File: config.mk
export PLATFORM = sky130hd
export DESIGN_NAME = stbuf_coalesce
export DESIGN_NICKNAME = d
export VERILOG_FILES = /design/src/rtl/stbuf_pkg.sv /design/src/rtl/stbuf_slot.sv /design/src/rtl/stbuf_match.sv /design/src/rtl/stbuf_coalesce.sv
export SDC_FILE = /design/constraint.sdc
export NUM_CORES = 1
export LEC_CHECK = 0
export BUFFER_PORTS_ARGS = -buffer_cell sky130_fd_sc_hd__clkbuf_2
export CORE_MARGIN = 2
export CORE_UTILIZATION = 45
export CTS_CLUSTER_DIAMETER = 50
export DETAILED_ROUTE_END_ITERATION = 7
export SLEW_MARGIN = 20
export SYNTH_ARGS = -nofsm -noshare
export SYNTH_HDL_FRONTEND = slang
export SYNTH_SLANG_ARGS = --single-unit
File: constraint.sdc
create_clock -name clk -period 4.36 [get_ports clk]
set_input_delay 0.218 -clock clk [delete_from_list [all_inputs] [get_ports clk]]
set_output_delay 0.218 -clock clk [all_outputs]
set_load 0.01 [all_outputs]
File: src/rtl/stbuf_pkg.sv
package stbuf_pkg;
  // Memory type codes; bit 1 set means a strict (non-mergeable) type.
  typedef enum logic [1:0] {
    MT_NORMAL_NC = 2'd0,
    MT_NORMAL_WT = 2'd1,
    MT_DEVICE    = 2'd2,
    MT_STRONG    = 2'd3
  } mtype_e;

  function automatic logic is_strict(input logic [1:0] mt);
    return mt[1];
  endfunction
endpackage

File: src/rtl/stbuf_slot.sv
module stbuf_slot #(
  parameter int LW = 29,
  parameter int DW = 64,
  parameter int TW = 16,
  localparam int NB = DW / 8
) (
  input  logic          clk,
  input  logic          rst,
  input  logic [TW-1:0] limit,
  input  logic          alloc,
  input  logic          merge,
  input  logic          pop,
  input  logic [LW-1:0] in_line,
  input  logic [DW-1:0] in_data,
  input  logic [NB-1:0] in_strb,
  input  logic [1:0]    in_mtype,
  output logic          valid,
  output logic          closed,
  output logic [LW-1:0] line,
  output logic [DW-1:0] data,
  output logic [NB-1:0] mask,
  output logic [1:0]    mtype
);
  logic [TW-1:0] idle_cnt;
  logic [TW:0]   idle_nxt;

  assign idle_nxt = {1'b0, idle_cnt} + 1'b1;

  always_ff @(posedge clk) begin
    if (rst) begin
      valid    <= 1'b0;
      closed   <= 1'b0;
      idle_cnt <= '0;
      line     <= '0;
      data     <= '0;
      mask     <= '0;
      mtype    <= '0;
    end else if (pop) begin
      valid  <= 1'b0;
      closed <= 1'b0;
    end else if (alloc) begin
      valid    <= 1'b1;
      line     <= in_line;
      mtype    <= in_mtype;
      mask     <= in_strb;
      idle_cnt <= '0;
      closed   <= stbuf_pkg::is_strict(in_mtype) || (&in_strb) || (limit == '0);
      for (int b = 0; b < NB; b++)
        data[8*b +: 8] <= in_strb[b] ? in_data[8*b +: 8] : 8'h00;
    end else if (merge) begin
      mask     <= mask | in_strb;
      idle_cnt <= '0;
      closed   <= &(mask | in_strb);
      for (int b = 0; b < NB; b++)
        if (in_strb[b]) data[8*b +: 8] <= in_data[8*b +: 8];
    end else if (valid && !closed) begin
      idle_cnt <= idle_nxt[TW-1:0];
      if (idle_nxt >= {1'b0, limit}) closed <= 1'b1;
    end
  end
endmodule

File: src/rtl/stbuf_match.sv
module stbuf_match #(
  parameter int DEPTH = 4,
  parameter int LW    = 29,
  localparam int PW   = (DEPTH > 1) ? $clog2(DEPTH) : 1
) (
  input  logic          s_valid  [DEPTH],
  input  logic          s_closed [DEPTH],
  input  logic [LW-1:0] s_line   [DEPTH],
  input  logic [1:0]    s_mtype  [DEPTH],
  input  logic [LW-1:0] in_line,
  input  logic [1:0]    in_mtype,
  output logic          hit_any,
  output logic [PW-1:0] hit_idx,
  output logic          strict_pend
);
  logic [DEPTH-1:0] hit;
  logic [DEPTH-1:0] strict_v;

  for (genvar i = 0; i < DEPTH; i++) begin : g_cmp
    assign hit[i] = s_valid[i] && !s_closed[i] && !stbuf_pkg::is_strict(s_mtype[i])
                    && (s_mtype[i] == in_mtype) && (s_line[i] == in_line);
    assign strict_v[i] = s_valid[i] && stbuf_pkg::is_strict(s_mtype[i]);
  end

  assign hit_any     = |hit && !stbuf_pkg::is_strict(in_mtype);
  assign strict_pend = |strict_v;

  always_comb begin
    hit_idx = '0;
    for (int i = DEPTH - 1; i >= 0; i--)
      if (hit[i]) hit_idx = PW'(i);
  end
endmodule

File: src/rtl/stbuf_coalesce.sv
module stbuf_coalesce #(
  parameter int DEPTH = 4,
  parameter int AW    = 32,
  parameter int DW    = 64,
  parameter int TW    = 16,
  localparam int NB   = DW / 8,
  localparam int OFS  = $clog2(NB),
  localparam int LW   = AW - OFS,
  localparam int PW   = (DEPTH > 1) ? $clog2(DEPTH) : 1,
  localparam int CW   = $clog2(DEPTH + 1)
) (
  input  logic          clk,
  input  logic          rst,
  input  logic [TW-1:0] timeout_cycles,
  input  logic          st_valid,
  output logic          st_ready,
  input  logic [AW-1:0] st_addr,
  input  logic [DW-1:0] st_data,
  input  logic [NB-1:0] st_strb,
  input  logic [1:0]    st_mtype,
  input  logic          st_excl,
  input  logic          flush_req,
  output logic          wr_valid,
  input  logic          wr_ready,
  output logic [AW-1:0] wr_addr,
  output logic [DW-1:0] wr_data,
  output logic [NB-1:0] wr_strb,
  output logic [1:0]    wr_mtype,
  output logic          drain_done
);
  logic          s_valid  [DEPTH];
  logic          s_closed [DEPTH];
  logic [LW-1:0] s_line   [DEPTH];
  logic [DW-1:0] s_data   [DEPTH];
  logic [NB-1:0] s_mask   [DEPTH];
  logic [1:0]    s_mtype  [DEPTH];

  logic [PW-1:0] head, tail, hit_idx;
  logic [CW-1:0] count, count_nxt;
  logic          hit_any, strict_pend, drain_mode, drain_pend;
  logic          acc, do_alloc, do_merge, pop, gate_strict, full;

  stbuf_match #(.DEPTH(DEPTH), .LW(LW)) match_i (
    .s_valid(s_valid), .s_closed(s_closed), .s_line(s_line), .s_mtype(s_mtype),
    .in_line(st_addr[AW-1:OFS]), .in_mtype(st_mtype),
    .hit_any(hit_any), .hit_idx(hit_idx), .strict_pend(strict_pend)
  );

  assign full        = (count == CW'(DEPTH));
  assign gate_strict = stbuf_pkg::is_strict(st_mtype) && (count >= CW'(DEPTH - 1)) && strict_pend;
  assign st_ready    = !drain_mode && (hit_any || !full) && !gate_strict;
  assign acc         = st_valid && st_ready;
  assign do_merge    = acc && hit_any;
  assign do_alloc    = acc && !hit_any;

  assign wr_valid = s_valid[head] && (s_closed[head] || drain_mode);
  assign pop      = wr_valid && wr_ready;
  assign wr_addr  = {s_line[head], {OFS{1'b0}}};
  assign wr_data  = s_data[head];
  assign wr_strb  = s_mask[head];
  assign wr_mtype = s_mtype[head];

  for (genvar i = 0; i < DEPTH; i++) begin : g_slot
    stbuf_slot #(.LW(LW), .DW(DW), .TW(TW)) slot_i (
      .clk(clk), .rst(rst), .limit(timeout_cycles),
      .alloc(do_alloc && (tail == PW'(i))),
      .merge(do_merge && (hit_idx == PW'(i))),
      .pop(pop && (head == PW'(i))),
      .in_line(st_addr[AW-1:OFS]), .in_data(st_data), .in_strb(st_strb),
      .in_mtype(st_mtype),
      .valid(s_valid[i]), .closed(s_closed[i]), .line(s_line[i]),
      .data(s_data[i]), .mask(s_mask[i]), .mtype(s_mtype[i])
    );
  end

  function automatic logic [PW-1:0] ptr_inc(input logic [PW-1:0] p);
    return (p == PW'(DEPTH - 1)) ? '0 : p + 1'b1;
  endfunction

  assign count_nxt  = count + CW'(do_alloc) - CW'(pop);
  assign drain_pend = drain_mode || flush_req || (acc && st_excl);

  always_ff @(posedge clk) begin
    if (rst) begin
      head       <= '0;
      tail       <= '0;
      count      <= '0;
      drain_mode <= 1'b0;
      drain_done <= 1'b0;
    end else begin
      if (do_alloc) tail <= ptr_inc(tail);
      if (pop)      head <= ptr_inc(head);
      count      <= count_nxt;
      drain_mode <= drain_pend && (count_nxt != '0);
      drain_done <= drain_pend && (count_nxt == '0);
    end
  end
endmodule

==> key figures <==
Run status
  – Run status: complete, no violations

Timing
  – Final worst-path cycle share: 93.25%
  – Final Hold Fails: 0
  – Rel. slew slack: 23.54%
  – Worst slew pin tran: 1139 ps
  – Setup-failing EPs final: 0
  – Post-route setup TNS: 0 ps
  – Worst Clk Skew: 28.01 ps
  – Min Hold Slack: 48.78 ps
  – FMAX: 246.0 MHz
  – RSZ-0062 raised after global routing: false
  – Tmin final: 4066 ps
  – Final Slew Violations: 0
  – Final worst slack: 294.4 ps

Floorplanning
  – Core Region: 52550 sq um
  – Initial Util: 45.49%
  – Die area: 54980 sq um
  – Ports: 237
  – Die Wd: 234.5 um
  – Die height: 234.5 um
  – Row count: 84

GRT
  – Vias in the first global route: 19642
  – Gr ovfl total: 0
  – First-pass GRT wire length: 114200 um
  – Tot GR Track Use: 26.55%
  – Antenna violations before repair: 1
  – Largest net degree at the start of global routing: 93

Power
  – Peak supply drop: 0.2837 mV
  – Flop pwr share: 39.2%
  – Net Sw Power: 3.816 mW
  – Clock power frac: 41.7%
  – Post-route total power: 12.83 mW
  – Sw Ratio: 29.75%
  – Combinational group share of total power: 19.0%
  – P_int: 9.011 mW
  – Pwr dens: 446.1 nW/um^2
  – Leak: 11.99 nW

Yosys
  – Avg Inst Size Synth: 10.32 sq um
  – Syn. warnings: 0
  – Post-Syn Instances: 2316
  – Post-synth EDFFs: 0
  – Mapped cell area: 23900 sq um
  – Top FF cell, synth: dfxtp_1
  – FFs w/ async S/R, synth: 0%
  – Count of state elements after synthesis: 493
  – Distinct cell type count after synthesis: 80
  – Seq/Total Area, Yosys: 41.29%

Final layout
  – Layout Utilization: 54.71%
  – Sequential Area: 9877 sq um
  – Count of non-filler cells in the finished layout: 3340
  – Share of cells above drive strength 1: 20.29%
  – Area of the multi-input gates: 13250 sq um
  – Antenna cells: 0
  – Fin area: 28750 sq um
  – Net count, final: 2810
  – Layout fillers: 4630
  – P&R area growth vs syn: 20.28%

Setup path
  – WS Path Type: reg2reg
  – Critical path peak fanout: 6
  – Startpoint Class: flip-flop
  – Worst EP required: 4920 ps
  – Arrival @ worst endpoint: 4620 ps
  – CP endpoint kind: flip-flop

Routing
  – Iter 0 DRT Violations: 1437
  – Wirelength, routed: 74410 um
  – Routed Antenna Nets: 0
  – Detailed-route via count: 19992
  – Vias per cell: 5.986
  – # DRC: 0
  – Routed WL per cell: 22.28 um
  – 1st-pass router iterations: 5

Min path
  – Hold WC Path Type: in2reg

Job
  – Max Cap Viol: 0

Clock network
  – H-tree levels: 2
  – Worst-path clk slew: 60 ps
  – CTS sink count: 493
  – Resized cells post-CTS: 0
  – Root Driver: clkbuf_16
  – Clk_lat worst skew: 650 ps
  – Deepest clock path buffer count: 3
  – CTS buffer count: 61
  – CTS tree: done

Placement
  – DP Cell Count: 3129
  – # port buffers: 230
  – GPL Wtd Cong: 0.8701
  – DP HPWL: 50650 um
  – DP Area: 25620 sq um
  – Pre-CTS setup slack: 385.7 ps
kinds of logic (layout without fill, tap and decap cells):
kind of cell	after synthesis	after routing	share of synthesized area, %
simple gates	588	588	12.11
buf+inv	189	523	3.397
mux	176	176	12.83
xor+xnor	178	178	6.522
other cells	1	3	0.01569
compound gates	611	611	19.61
flops	493	493	41.29
fa+ha+maj	80	80	4.219
final cells by class:
class,instances,share of cell area [%]
multi-input combinational,1636,46.07
sequential,493,34.35
timing repair buffer,364,8.508
clock buffer,82,6.006
tap,688,2.994
clock inverter,31,1.467
inverter,46,0.6006
path summary, 6_finish.rpt:
kind	startpoint	end	slack, ps	depth (start not counted)
max	g_slot[0].slot_i.idle_cnt[0]	g_slot[0].slot_i.closed	290	17
min	st_strb[7]	g_slot[2].slot_i.data[63]	50	3
max reg2reg	g_slot[0].slot_i.idle_cnt[0]	g_slot[0].slot_i.closed	290	17
min reg2reg	g_slot[1].slot_i.data[53]	g_slot[1].slot_i.data[53]	470	1
flip-flops by register name (all words and copies together) (netlist names):
signal / count
g_slot.slot_i.closed: 4
drain_mode: 1
g_slot.slot_i.mask: 32
g_slot.slot_i.idle_cnt: 64
count: 3
drain_done: 1
tail: 2
head: 2
g_slot.slot_i.mtype: 8
g_slot.slot_i.line: 116
g_slot.slot_i.data: 256
g_slot.slot_i.valid: 4
synth_stat cells, types with 18 or more instances:
| cell | instances | area [sq um] |
|---|---|---|
| a21o_1 | 29 | 217.7 |
| a21oi_1 | 122 | 610.6 |
| a22o_1 | 265 | 2321 |
| and3_1 | 35 | 219.0 |
| buf_2 | 43 | 215.2 |
| clkbuf_1 | 75 | 281.5 |
| dfxtp_1 | 493 | 9869 |
| ha_1 | 79 | 988.5 |
| inv_1 | 45 | 168.9 |
| mux2i_1 | 69 | 690.7 |
| mux4_2 | 104 | 2342 |
| nand2_1 | 204 | 765.7 |
| nand3_1 | 44 | 220.2 |
| nand4_1 | 38 | 237.7 |
| nor2_1 | 148 | 555.5 |
| nor3_1 | 18 | 90.09 |
| nor4_1 | 28 | 175.2 |
| o21ai_0 | 41 | 205.2 |
| xnor2_1 | 71 | 621.9 |
| xor2_1 | 107 | 937.2 |
worst max-delay path, stage by stage (launching register included):
cell and delay (ps):
dfxtp_1 420, ha_1 270, and3_1 300, and3_1 220, and3_1 190, and3_1 260
and3_1 270, nand3_1 120, xnor2_1 230, inv_1 70, ha_1 290, o21a_1 170
nand2_1 60, o21ai_0 70, a31oi_1 50, o311ai_0 670, o211ai_1 170, a31oi_1 160
metal layers:
metal	up-vias	GRT usage [%]	share of wire, %
li1	9260	-	-
met1	9911	35.80	44
met2	667	43.70	48
met3	152	3.464	5.4
met4	2	9.572	3.3
met5	-	0	0.017
cells in the final DEF (no fill, tap or decap), types with 16 or more instances in the layout:
| master | synthesis | final |
|---|---|---|
| o21ai_0 | 41 | 40 |
| a21o_1 | 29 | 29 |
| mux2i_1 | 69 | 69 |
| clkbuf_16 | 0 | 62 |
| nand3_1 | 44 | 42 |
| mux4_2 | 104 | 104 |
| a31o_2 | 16 | 16 |
| dfxtp_1 | 493 | 491 |
| clkbuf_2 | 0 | 229 |
| a21oi_1 | 122 | 122 |
| nor2_1 | 148 | 148 |
| ha_1 | 79 | 79 |
| inv_1 | 45 | 44 |
| nand4_1 | 38 | 38 |
| xnor2_1 | 71 | 71 |
| buf_4 | 5 | 33 |
| o31ai_1 | 16 | 16 |
| nor3_1 | 18 | 18 |
| nor4_1 | 28 | 28 |
| and3_1 | 35 | 35 |
| o22ai_1 | 17 | 17 |
| xor2_1 | 107 | 107 |
| dlygate4sd3_1 | 0 | 98 |
| nand2_1 | 204 | 204 |
| a22o_1 | 265 | 265 |
power groups by stage:
stage	combinational (mW)	clock [mW]	sequential, mW
after global routing	2.62	5.60	5.07
after global placement	2.32	0	5.11
after detailed placement	2.35	0	5.12
final	2.44	5.35	5.03
after floorplan	1.55	0	5.05
after CTS	2.44	5.43	5.03
repair_timing:
item / in CTS / in global routing
endpoints found under the hold margin: 379 / 0
hold buffers: 98 / 0
buffers inserted: 0 / 0
setup endpoints to repair: 0 / 0
No activity file was read; power rests on OpenSTA's default activity.
